--- src/rtl/irq_pkg.sv ---
package irq_pkg;
  typedef enum logic [2:0] {
    RA_CTRL  = 3'd0,
    RA_MASK  = 3'd1,
    RA_PEND  = 3'd2,
    RA_INSV  = 3'd3
  } reg_addr_e;

  localparam int CTL_NEST  = 4;
  localparam int CTL_GIE   = 5;
  localparam int CTL_PDBLK = 8;
endpackage

--- src/rtl/irq_prio_table.sv ---
module irq_prio_table #(
  parameter int NUM_SRC   = 15,
  parameter int PRIO_W    = 4,
  parameter int DATA_W    = 16,
  parameter int TOP_LEVEL = 11
) (
  input  logic                      clk,
  input  logic                      rst,
  input  logic                      wr_en,
  input  logic [1:0]                wr_grp,
  input  logic [DATA_W-1:0]         wr_data,
  output logic [NUM_SRC*PRIO_W-1:0] prio_flat
);
  localparam int PER_GRP = DATA_W / PRIO_W;

  for (genvar i = 0; i < NUM_SRC; i++) begin : g_src
    localparam int GRP  = i / PER_GRP;
    localparam int SLOT = i % PER_GRP;
    localparam int RSTV = (i < TOP_LEVEL) ? i : TOP_LEVEL;
    always_ff @(posedge clk) begin
      if (rst)
        prio_flat[i*PRIO_W +: PRIO_W] <= PRIO_W'(RSTV);
      else if (wr_en && wr_grp == 2'(GRP))
        prio_flat[i*PRIO_W +: PRIO_W] <= wr_data[SLOT*PRIO_W +: PRIO_W];
    end
  end
endmodule

--- src/rtl/irq_src_map.sv ---
module irq_src_map #(
  parameter int NUM_SRC   = 15,
  parameter int PRIO_W    = 4,
  parameter int BITS      = 16,
  parameter int CORE_BITS = 4,
  parameter int TOP_LEVEL = 11
) (
  input  logic [NUM_SRC*PRIO_W-1:0] prio_flat,
  input  logic [NUM_SRC-1:0]        src_edge,
  input  logic [NUM_SRC-1:0]        src_lvl,
  output logic [BITS-1:0]           set_bits,
  output logic                      top_hold
);
  localparam int IDX_W = $clog2(BITS);

  always_comb begin
    set_bits = '0;
    top_hold = 1'b0;
    for (int i = 0; i < NUM_SRC; i++) begin
      logic [PRIO_W-1:0] code;
      logic [PRIO_W-1:0] lvl;
      logic [IDX_W-1:0]  pos;
      code = prio_flat[i*PRIO_W +: PRIO_W];
      lvl  = (code > PRIO_W'(TOP_LEVEL)) ? PRIO_W'(TOP_LEVEL) : code;
      pos  = IDX_W'(lvl) + IDX_W'(CORE_BITS);
      set_bits[pos] = set_bits[pos] | src_edge[i];
      if (lvl == PRIO_W'(TOP_LEVEL))
        top_hold = top_hold | src_lvl[i];
    end
  end
endmodule

--- src/rtl/irq_pick.sv ---
module irq_pick #(
  parameter int W = 16
) (
  input  logic [W-1:0]         vec,
  output logic                 found,
  output logic [$clog2(W)-1:0] idx
);
  always_comb begin
    found = 1'b0;
    idx   = '0;
    for (int b = W - 1; b >= 0; b--) begin
      if (vec[b]) begin
        found = 1'b1;
        idx   = $clog2(W)'(b);
      end
    end
  end
endmodule

--- src/rtl/prio_irq_ctrl.sv ---
module prio_irq_ctrl #(
  parameter int            NUM_SRC   = 15,
  parameter int            PRIO_W    = 4,
  parameter int            BITS      = 16,
  parameter int            CORE_BITS = 4,
  parameter int            TOP_LEVEL = 11,
  parameter int            VEC_SHIFT = 5,
  parameter int            VEC_W     = 16,
  parameter logic [3:0]    NMI_SET   = 4'b0111,
  parameter int            PD_BIT    = 2
) (
  input  logic                 clk,
  input  logic                 rst,
  input  logic                 reg_we,
  input  logic [2:0]           reg_addr,
  input  logic [BITS-1:0]      reg_wdata,
  output logic [BITS-1:0]      reg_rdata,
  input  logic [NUM_SRC-1:0]   src_req,
  input  logic [CORE_BITS-1:0] core_req,
  input  logic                 irq_ret,
  output logic                 irq_take,
  output logic [VEC_W-1:0]     irq_vec
);
  import irq_pkg::*;
  localparam int IDX_W = $clog2(BITS);
  localparam int TOP_BIT = TOP_LEVEL + CORE_BITS;

  logic [BITS-1:0] ctrl_q, mask_q, pend_q, insv_q, pend_d, insv_d, en_bits, set_bits;
  logic [NUM_SRC-1:0] src_q;
  logic [CORE_BITS-1:0] core_q;
  logic [NUM_SRC*PRIO_W-1:0] prio_flat;
  logic [4*BITS-1:0] prio_pad;
  logic top_hold, cand_found, insv_found, take_ok;
  logic [IDX_W-1:0] cand_idx, insv_idx;

  irq_prio_table #(.NUM_SRC(NUM_SRC), .PRIO_W(PRIO_W), .DATA_W(BITS), .TOP_LEVEL(TOP_LEVEL)) u_tab (
    .clk(clk), .rst(rst), .wr_en(reg_we && reg_addr[2]), .wr_grp(reg_addr[1:0]),
    .wr_data(reg_wdata), .prio_flat(prio_flat));

  irq_src_map #(.NUM_SRC(NUM_SRC), .PRIO_W(PRIO_W), .BITS(BITS), .CORE_BITS(CORE_BITS),
                .TOP_LEVEL(TOP_LEVEL)) u_map (
    .prio_flat(prio_flat), .src_edge(src_req & ~src_q), .src_lvl(src_req),
    .set_bits(set_bits), .top_hold(top_hold));

  // Enable per bit: unmaskable core bits bypass mask and global enable
  for (genvar b = 0; b < BITS; b++) begin : g_en
    if (b < CORE_BITS && NMI_SET[b % 4] && b == PD_BIT) begin : g_pd
      assign en_bits[b] = !ctrl_q[CTL_PDBLK];
    end else if (b < CORE_BITS && NMI_SET[b % 4]) begin : g_nmi
      assign en_bits[b] = 1'b1;
    end else begin : g_mk
      assign en_bits[b] = mask_q[b] & ctrl_q[CTL_GIE];
    end
  end

  irq_pick #(.W(BITS)) u_cand (.vec(pend_q & en_bits), .found(cand_found), .idx(cand_idx));
  irq_pick #(.W(BITS)) u_insv (.vec(insv_q), .found(insv_found), .idx(insv_idx));

  assign take_ok = cand_found &&
                   (!insv_found || (ctrl_q[CTL_NEST] && cand_idx < insv_idx));

  always_comb begin
    pend_d = (reg_we && reg_addr == RA_PEND) ? reg_wdata : pend_q;
    if (take_ok && !(cand_idx == IDX_W'(TOP_BIT) && top_hold))
      pend_d[cand_idx] = 1'b0;
    pend_d = pend_d | set_bits | BITS'(core_req & ~core_q);
    insv_d = insv_q;
    if (irq_ret && insv_found) insv_d[insv_idx] = 1'b0;
    if (take_ok) insv_d[cand_idx] = 1'b1;
  end

  assign prio_pad = (4*BITS)'(prio_flat);

  always_ff @(posedge clk) begin
    if (rst) begin
      ctrl_q <= '0; mask_q <= '0; pend_q <= '0; insv_q <= '0;
      src_q <= '0; core_q <= '0;
      irq_take <= 1'b0; irq_vec <= '0; reg_rdata <= '0;
    end else begin
      if (reg_we && reg_addr == RA_CTRL) ctrl_q <= reg_wdata;
      if (reg_we && reg_addr == RA_MASK) mask_q <= reg_wdata;
      pend_q   <= pend_d;
      insv_q   <= insv_d;
      src_q    <= src_req;
      core_q   <= core_req;
      irq_take <= take_ok;
      if (take_ok) irq_vec <= VEC_W'(cand_idx) << VEC_SHIFT;
      case (reg_addr)
        RA_CTRL: reg_rdata <= ctrl_q;
        RA_MASK: reg_rdata <= mask_q;
        RA_PEND: reg_rdata <= pend_q;
        RA_INSV: reg_rdata <= insv_q;
        default: reg_rdata <= prio_pad[reg_addr[1:0]*BITS +: BITS];
      endcase
    end
  end

  // Checks on taken interrupts
  logic [IDX_W-1:0] vidx;
  logic [BITS-1:0]  at_or_below;
  assign vidx = irq_vec[VEC_SHIFT +: IDX_W];
  always_comb
    for (int b = 0; b < BITS; b++) at_or_below[b] = (IDX_W'(b) <= vidx);

  a_r8_insv_marked: assert property (@(posedge clk) disable iff (rst)
    irq_take |-> insv_q[vidx]);
  a_r6_no_nest_block: assert property (@(posedge clk) disable iff (rst)
    (insv_q != '0 && !ctrl_q[CTL_NEST]) |=> !irq_take);
  a_r7_strict_preempt: assert property (@(posedge clk) disable iff (rst)
    irq_take |-> (($past(insv_q) & at_or_below) == '0));
  a_r4_mask_gie: assert property (@(posedge clk) disable iff (rst)
    (irq_take && vidx >= IDX_W'(CORE_BITS)) |->
      ($past(ctrl_q[CTL_GIE]) && (($past(mask_q) >> vidx) & BITS'(1)) != '0));
  a_r5_pd_block: assert property (@(posedge clk) disable iff (rst)
    (irq_take && vidx == IDX_W'(PD_BIT)) |-> !$past(ctrl_q[CTL_PDBLK]));
endmodule

--- config.mk ---
export PLATFORM = sky130hd
export DESIGN_NAME = prio_irq_ctrl
export DESIGN_NICKNAME = d
export VERILOG_FILES = /design/src/rtl/irq_pkg.sv /design/src/rtl/irq_prio_table.sv /design/src/rtl/irq_src_map.sv /design/src/rtl/irq_pick.sv /design/src/rtl/prio_irq_ctrl.sv
export SDC_FILE = /design/constraint.sdc
export NUM_CORES = 1
export LEC_CHECK = 0
export ABC_AREA = 1
export BUFFER_PORTS_ARGS = -buffer_cell sky130_fd_sc_hd__buf_4
export CORE_MARGIN = 1.5
export CORE_UTILIZATION = 38
export DETAILED_ROUTE_END_ITERATION = 8
export GPL_ROUTABILITY_DRIVEN = 0
export PLACE_DENSITY_LB_ADDON = 0.1
export SYNTH_ARGS = -nofsm -noshare
export SYNTH_HDL_FRONTEND = slang
export SYNTH_SLANG_ARGS = --single-unit
--- constraint.sdc ---
create_clock -name clk -period 15.4 [get_ports clk]
set_input_delay 2.31 -clock clk [delete_from_list [all_inputs] [get_ports clk]]
set_output_delay 2.31 -clock clk [all_outputs]
set_load 0.01 [all_outputs]
Word-level counts from Yosys, hierarchy flattened
Memories as Yosys holds them, arrays and structs flattened.
Cells that the tools add are included.
W data, S select, Z words.
- bits in registers: 164
- bits of input ports: 42
- memory bits (read-only): 16
- memories: 1
- memory list (memory ; depth ; bits a word ; read ports ; clocked after memory_dff ; wr ports ; RTL line ; RTL):
    (name not given) ; 16 ; 1 ; 1 ; 0 ; 0 ; irq_src_map.sv:26 ; set_bits[pos] = set_bits[pos] | src_edge[i];
- reductions and logical operators: 36
- add/sub/neg operators: 15
- bitwise gates (word level): 55
- multiplexer cells: 176
- shift-type cells: 1
- eq/ne operators: 22
- magnitude comparators: 50
- operators by type and width (cell ; number):
    $bwmux W16 ; 14
    $mux W4 ; 47
    $lt A4 B5 Y1 const B ; 17
    $mux W1 ; 79
    $demux W1 S4 ; 17
    $ge A4 B1 Y1 const B ; 17
    $and A16 B16 Y16 ; 4
    $eq A4 B4 Y1 const B ; 16
    $mux W16 ; 4
    $pmux W16 S4 ; 1
    $shiftx A64 B7 Y16 ; 1
    $add A4 B3 Y4 const B ; 15
    $gt A4 B4 Y1 const B ; 15
    $bmux W1 S4 ; 14
    $or A16 B16 Y16 ; 3
    $not A16 Y16 ; 2
    $logic_and A1 B1 Y1 ; 30
    $or A1 B1 Y1 ; 29
    $and A4 B16 Y16 ; 1
    $not A4 Y16 ; 1
    $and A15 B15 Y15 ; 1
    $not A15 Y15 ; 1
    $and A1 B1 Y1 ; 13
    $eq A3 B2 Y1 const B ; 2
    other kinds (8) ; 11

Depth between registers and ports, before layout
- depth after elaboration: 66
- gate-level depth with buffers: 103

Cells and area by module
A second synthesis with hierarchy kept.
- cell total of the unflattened synthesis: 2560
- area total of the unflattened synthesis: 14056.0 um2
- by module, submodules not included (module ; sequential area each (um2) ; instances ; cells each ; area each (um2)):
    irq_src_map ; 0.0 ; 1 ; 1384 ; 6279.8
    prio_irq_ctrl ; 2082.0 ; 1 ; 746 ; 4994.8
    irq_prio_table ; 1201.2 ; 1 ; 332 ; 2363.5
    irq_pick ; 0.0 ; 2 ; 49 ; 209.0

Worst setup path before layout
OpenSTA, ideal clock, no wires.
- kind: in2reg
- from: input port src_req[0]
- to: register pend_q[12]
- library setup time: 0.128 ns
- setup slack: 4.282 ns
- arrival: 10.990 ns
- buffers on the path: 11
- cell stages on the path: 100
- path through: nand3_1 > nor2_1 > nand2_1 > nand2_1 > nand3_1 > nand2_1 > nand2_1 > nand2_1 > nor2_2 > buf_4 > nand2_1 > nand3_1 > nand2_1 > nand3b_1 > nand3_1 > buf_4 > nand3b_1 > nand3_1 > (+64 left out) > buf_6 > nand3_1 > nand3_1 > nand2_1 > nor2_1 > nor2_1 > nor2_1 > buf_6 > nand3_1 > nand3_1 > nand2_1 > nor2_1 > nor2_1 > nor2_1 > nand2_1 > buf_4 > nand2_1 > a21oi_1
- cells in the longest elaborated chain, start to end: 61
- ends and longest elaborated chain (what ; RTL line ; RTL):
    from (decl) ; prio_irq_ctrl.sv:18 ; input logic [NUM_SRC-1:0] src_req,
    $and A15 B15 Y15 ; prio_irq_ctrl.sv:42 ; .prio_flat(prio_flat), .src_edge(src_req & ~src_q), .src_lvl(src_req),
    $or A1 B1 Y1 ; irq_src_map.sv:26 ;
    $and A16 B16 Y16 (no line) ; -- ;
    $bmux W1 S4 ; irq_src_map.sv:26 ;
    $mux W1 (not written as such) ; irq_src_map.sv:26 ;
    $or A1 B1 Y1 ; irq_src_map.sv:26 ;
    $bwmux W16 ; irq_src_map.sv:26 ;
    $bmux W1 S4 ; irq_src_map.sv:26 ;
    (+44 left out) ; -- ;
    $mux W1 (not written as such) ; irq_src_map.sv:26 ;
    $or A1 B1 Y1 ; irq_src_map.sv:26 ;
    $bwmux W16 ; irq_src_map.sv:26 ;
    $bmux W1 S4 ; irq_src_map.sv:26 ;
    $mux W1 (not written as such) ; irq_src_map.sv:26 ;
    $or A1 B1 Y1 ; irq_src_map.sv:26 ;
    $bwmux W16 ; irq_src_map.sv:26 ;
    $or A16 B16 Y16 (*) (2 in series) ; prio_irq_ctrl.sv:66 ; pend_d = pend_d | set_bits | BITS'(core_req & ~core_q);
    to (signal assigned) ; prio_irq_ctrl.sv:82 ; pend_q <= pend_d;
    to (decl) ; prio_irq_ctrl.sv:28 ; logic [BITS-1:0] ctrl_q, mask_q, pend_q, insv_q, pend_d, insv_d, en_bits, set_bits;
Every way passes the cells marked *; elsewhere a longest branch is shown, timed or not. The select of a mux whose other input is x is not followed.
A chain may end at the register's enable or synchronous reset.

Worst setup path after layout
- from: input port src_req[0]
- to: register pend_q[15]
The elaborated chain is that of the path after synthesis.

==> reports/metrics.csv <==
stage;metric;value;unit
critical_path;critical_path_peak_fanout;13;
clocking;cts_hold_buf;0;
layout;final_util;42.7;%
worst_hold_path;min-delay-path-class;flip-flop to flip-flop;
critical_path;crit_type;input pin to flip-flop;
critical_path;startpoint_type;input pin;
grt;grt_use_met3;3.13;%
detailed_routing;detail_route.first_pass.iterations;6;
placed_design;place.detailed.hpwl;36700;um
grt;grt_max_degree;87;
clocking;ctsLongestPathBuffers;2;
die;cell_row_count;67;
clocking;clk_pin_slew;0.07;ns
synthesis;ys_seq_elements;164;
timing;finalSetupViolCount;0;
timing;max_slew.worst_pin.slew;0.864;ns
critical_path;cp-startpoint;src_req[0];
grt;global_route.overflow_total;0;
layout;area_growth;10.1;%
layout;fillers;3775;
timing;final.period_utilization;88.8;%
grt;via_count_of_the_first_global_routing_pass;13715;
critical_path;critPathSlowestCell;sky130_fd_sc_hd__nor2_2;
layout;final_layout_size_suffix_gt1_share;7.34;%
critical_path;critical-path-max-stage-delay;0.41;ns
die;design.portCount;75;
layout;antenna_cells;0;
detailed_routing;via_count;15058;
grt;grtUsageTotal;26.6;%
timing;clock-skew-final;0.0162;ns
critical_path;regToRegStartpoint;u_tab.prio_flat[7];
grt;busiest_layer;met2;
clocking;cts.root.buffer_cell;sky130_fd_sc_hd__clkbuf_16;
clocking;cts_repair_resize_count;0;
timing;unrepaired_setup_endpoints_after_global_routing;no;
timing;report.final.hold_viol_count;0;
placed_design;io_buffer_count;62;
clocking;cts_tree;done;
grt;grt_pass1_wl;74600;um
critical_path;critPathMostFrequentCell;sky130_fd_sc_hd__nand3_1;
synthesis;postSynthAreaPerCell;5.70;um^2
critical_path;reg2reg_depth;89;
clocking;cts_setup_buffers;0;
detailed_routing;post-route-drc-count;0;
timing;slew_headroom;42.2;%
run_status;outcome;finished, final reports clean;
die;die_h;188;um
critical_path;reg2reg_slack;2.99;ns
grt;grt_antenna_before_repair;0;
grt;grt_use_met1;37.3;%
die;core_region_area;33600;um^2
critical_path;rr_endpoint;pend_q[15];
critical_path;worstSetupEndpoint;pend_q[15];
grt;met2_usage;43.7;%
timing;peak_freq;73.1;MHz
timing;fin_setup_tns;0;ns
detailed_routing;wl_per_cell;17.2;um
synthesis;synth_seq_area_share;25.2;%
detailed_routing;routed_wirelength;47600;um
clocking;htree_num_levels;4;
power;max-vdd-ir-drop;0.0835;mV
timing;period_minus_slack;13.68;ns
synthesis;number_of_synthesis_warnings;0;
synthesis;async_flop_share;0;%
detailed_routing;dr.first_iter.drc_count;1361;
synthesis;synthCells;2286;
critical_path;cp.arrival;13.99;ns
die;die_width;188;um
synthesis;synthesized_area;13000;um^2
clocking;tritoncts.num_buffers;17;
timing;final_max_slew_viol_count;0;
detailed_routing;route.detailed.vias_per_inst;5.45;
critical_path;cp_data_required_time;15.71;ns
clocking;clock_latency;0.45;ns
layout;fin_nets;2348;
flow_run;cap_violations;0;
synthesis;ys_types;48;
power;power.density;89.6;nW/um^2
power;power_leakage;6.60;nW
synthesis;synth_flop_cell;sky130_fd_sc_hd__dfxtp_1;
die;floorplan.initialDensity;38.8;%
die;dieArea;35400;um^2
critical_path;setup.worst_path.end_class;flip-flop;
synthesis;synth-edff-count;0;
clocking;numClockSinks;164;
detailed_routing;final_ant_viol_nets;0;
worst min-delay path by stage:
stage | end | startpoint | slack [ns] | cells after the start
after floorplan | pend_q[0] | core_q[0] | 0.41 | 1
after global placement | pend_q[3] | core_q[3] | 0.41 | 1
after detailed placement | pend_q[3] | core_q[3] | 0.42 | 1
after CTS | pend_q[3] | core_q[3] | 0.43 | 1
after global routing | pend_q[0] | core_q[0] | 0.45 | 1
final | pend_q[3] | core_q[3] | 0.43 | 1
cell type report:
class	instances	area, um^2	share of cell area, %
Clock buffer	19	453	3.15
Clock inverter	13	171	1.19
Inverter	290	1090	7.62
Multi-Input combinational cell	1758	8250	57.5
Sequential cell	164	3280	22.9
Tap cell	448	561	3.90
Timing Repair Buffer	72	541	3.77
logic make-up after synthesis:
family,synth area share [%]
flip-flops,25.2
adder cells (fa/ha/maj),0.288
buffers and inverters,12.1
AND/OR/NAND/NOR,41.7
AO/OA/AOI/OAI,20.7
other,0.0288
synth_stat cells, types with 2 or more instances:
master / count / area (um^2)
sky130_fd_sc_hd__o21ai_1: 12 / 60.1
sky130_fd_sc_hd__nand2_1: 516 / 1940
sky130_fd_sc_hd__a211oi_1: 3 / 22.5
sky130_fd_sc_hd__a221oi_1: 9 / 78.8
sky130_fd_sc_hd__clkinv_1: 4 / 15.0
sky130_fd_sc_hd__nand3_2: 22 / 220
sky130_fd_sc_hd__dfxtp_1: 164 / 3280
sky130_fd_sc_hd__or2_2: 4 / 25.0
sky130_fd_sc_hd__buf_2: 2 / 10.0
sky130_fd_sc_hd__clkbuf_1: 48 / 180
sky130_fd_sc_hd__nor2_1: 383 / 1440
sky130_fd_sc_hd__nand4_1: 17 / 106
sky130_fd_sc_hd__inv_1: 280 / 1050
sky130_fd_sc_hd__nand2_2: 10 / 62.6
sky130_fd_sc_hd__inv_2: 5 / 18.8
sky130_fd_sc_hd__o211ai_1: 24 / 180
sky130_fd_sc_hd__o31ai_1: 6 / 45.0
sky130_fd_sc_hd__o2111ai_1: 4 / 35.0
sky130_fd_sc_hd__a311oi_1: 2 / 17.5
sky130_fd_sc_hd__a21oi_1: 108 / 541
sky130_fd_sc_hd__o21a_1: 3 / 22.5
sky130_fd_sc_hd__nor3_1: 4 / 20.0
sky130_fd_sc_hd__nand3b_1: 10 / 75.1
sky130_fd_sc_hd__a21o_1: 9 / 67.6
sky130_fd_sc_hd__o221ai_1: 4 / 35.0
sky130_fd_sc_hd__a22oi_1: 8 / 60.1
sky130_fd_sc_hd__nand3_1: 284 / 1420
sky130_fd_sc_hd__nor2_4: 5 / 56.3
sky130_fd_sc_hd__nor4_1: 2 / 12.5
sky130_fd_sc_hd__ha_1: 3 / 37.5
sky130_fd_sc_hd__o21bai_1: 2 / 15.0
sky130_fd_sc_hd__buf_6: 8 / 90.1
sky130_fd_sc_hd__nor2_2: 10 / 62.6
sky130_fd_sc_hd__o22ai_1: 38 / 238
sky130_fd_sc_hd__o21ai_0: 229 / 1150
sky130_fd_sc_hd__a41oi_1: 8 / 70.1
sky130_fd_sc_hd__buf_4: 25 / 188
registers in the layout, summed over array words and instances, names as in the netlist:
signal / cells
core_q: 4
reg_rdata: 16
mask_q: 16
u_tab.prio_flat: 60
insv_q: 16
irq_vec: 4
src_q: 15
irq_take: 1
ctrl_q: 16
pend_q: 16
cell usage in the layout, fill, tap and decap left out, types with 17 or more instances in the layout:
cell / count
sky130_fd_sc_hd__nand2_1: 516
sky130_fd_sc_hd__a21oi_1: 108
sky130_fd_sc_hd__buf_4: 72
sky130_fd_sc_hd__dfxtp_1: 164
sky130_fd_sc_hd__o21ai_0: 229
sky130_fd_sc_hd__nand4_1: 17
sky130_fd_sc_hd__nand3_1: 284
sky130_fd_sc_hd__o22ai_1: 38
sky130_fd_sc_hd__nor2_1: 377
sky130_fd_sc_hd__nand3_2: 22
sky130_fd_sc_hd__o211ai_1: 24
sky130_fd_sc_hd__inv_1: 279
sky130_fd_sc_hd__clkbuf_16: 17
worst max-delay path: cells and delay by family:
family / cells / cell delay, ns
AND/OR/NAND/NOR: 83 / 10.69
AO/OA/AOI/OAI: 4 / 0.80
buffers and inverters: 2 / 0.18
metal layers:
metal  vias to the layer above  part of all wire [%]
met1                      6990                    48
met4                         0                   1.4
met3                        46                   5.5
met2                       483                    46
li1                       7539                     -
met5                         -                     0
power by group:
group	internal [mW]	switching [mW]	total, mW	leakage (nW)
clock	0.267	0.207	0.474	0.306
combinational	0.105	0.240	0.345	4.95
sequential	0.449	0.0189	0.468	1.34
total	0.821	0.466	1.29	6.60
per-stage QoR:
stage / cell area [um^2] / worst slack [ns] / hold WS, ns / total power, mW / instances
after floorplan: 13100 / 4.28 / 0.408 / 0.715 / 2297
after global placement: 13700 / 0.506 / 0.415 / 0.813 / 2732
after detailed placement: 13700 / 0.370 / 0.418 / 0.814 / 2732
after CTS: 14300 / 0.814 / 0.428 / 1.28 / 2764
after global routing: 14400 / 0.110 / 0.448 / 1.35 / 2764
final: 14400 / 1.72 / 0.427 / 1.29 / 2764
Power figures use the tool's default switching activity.
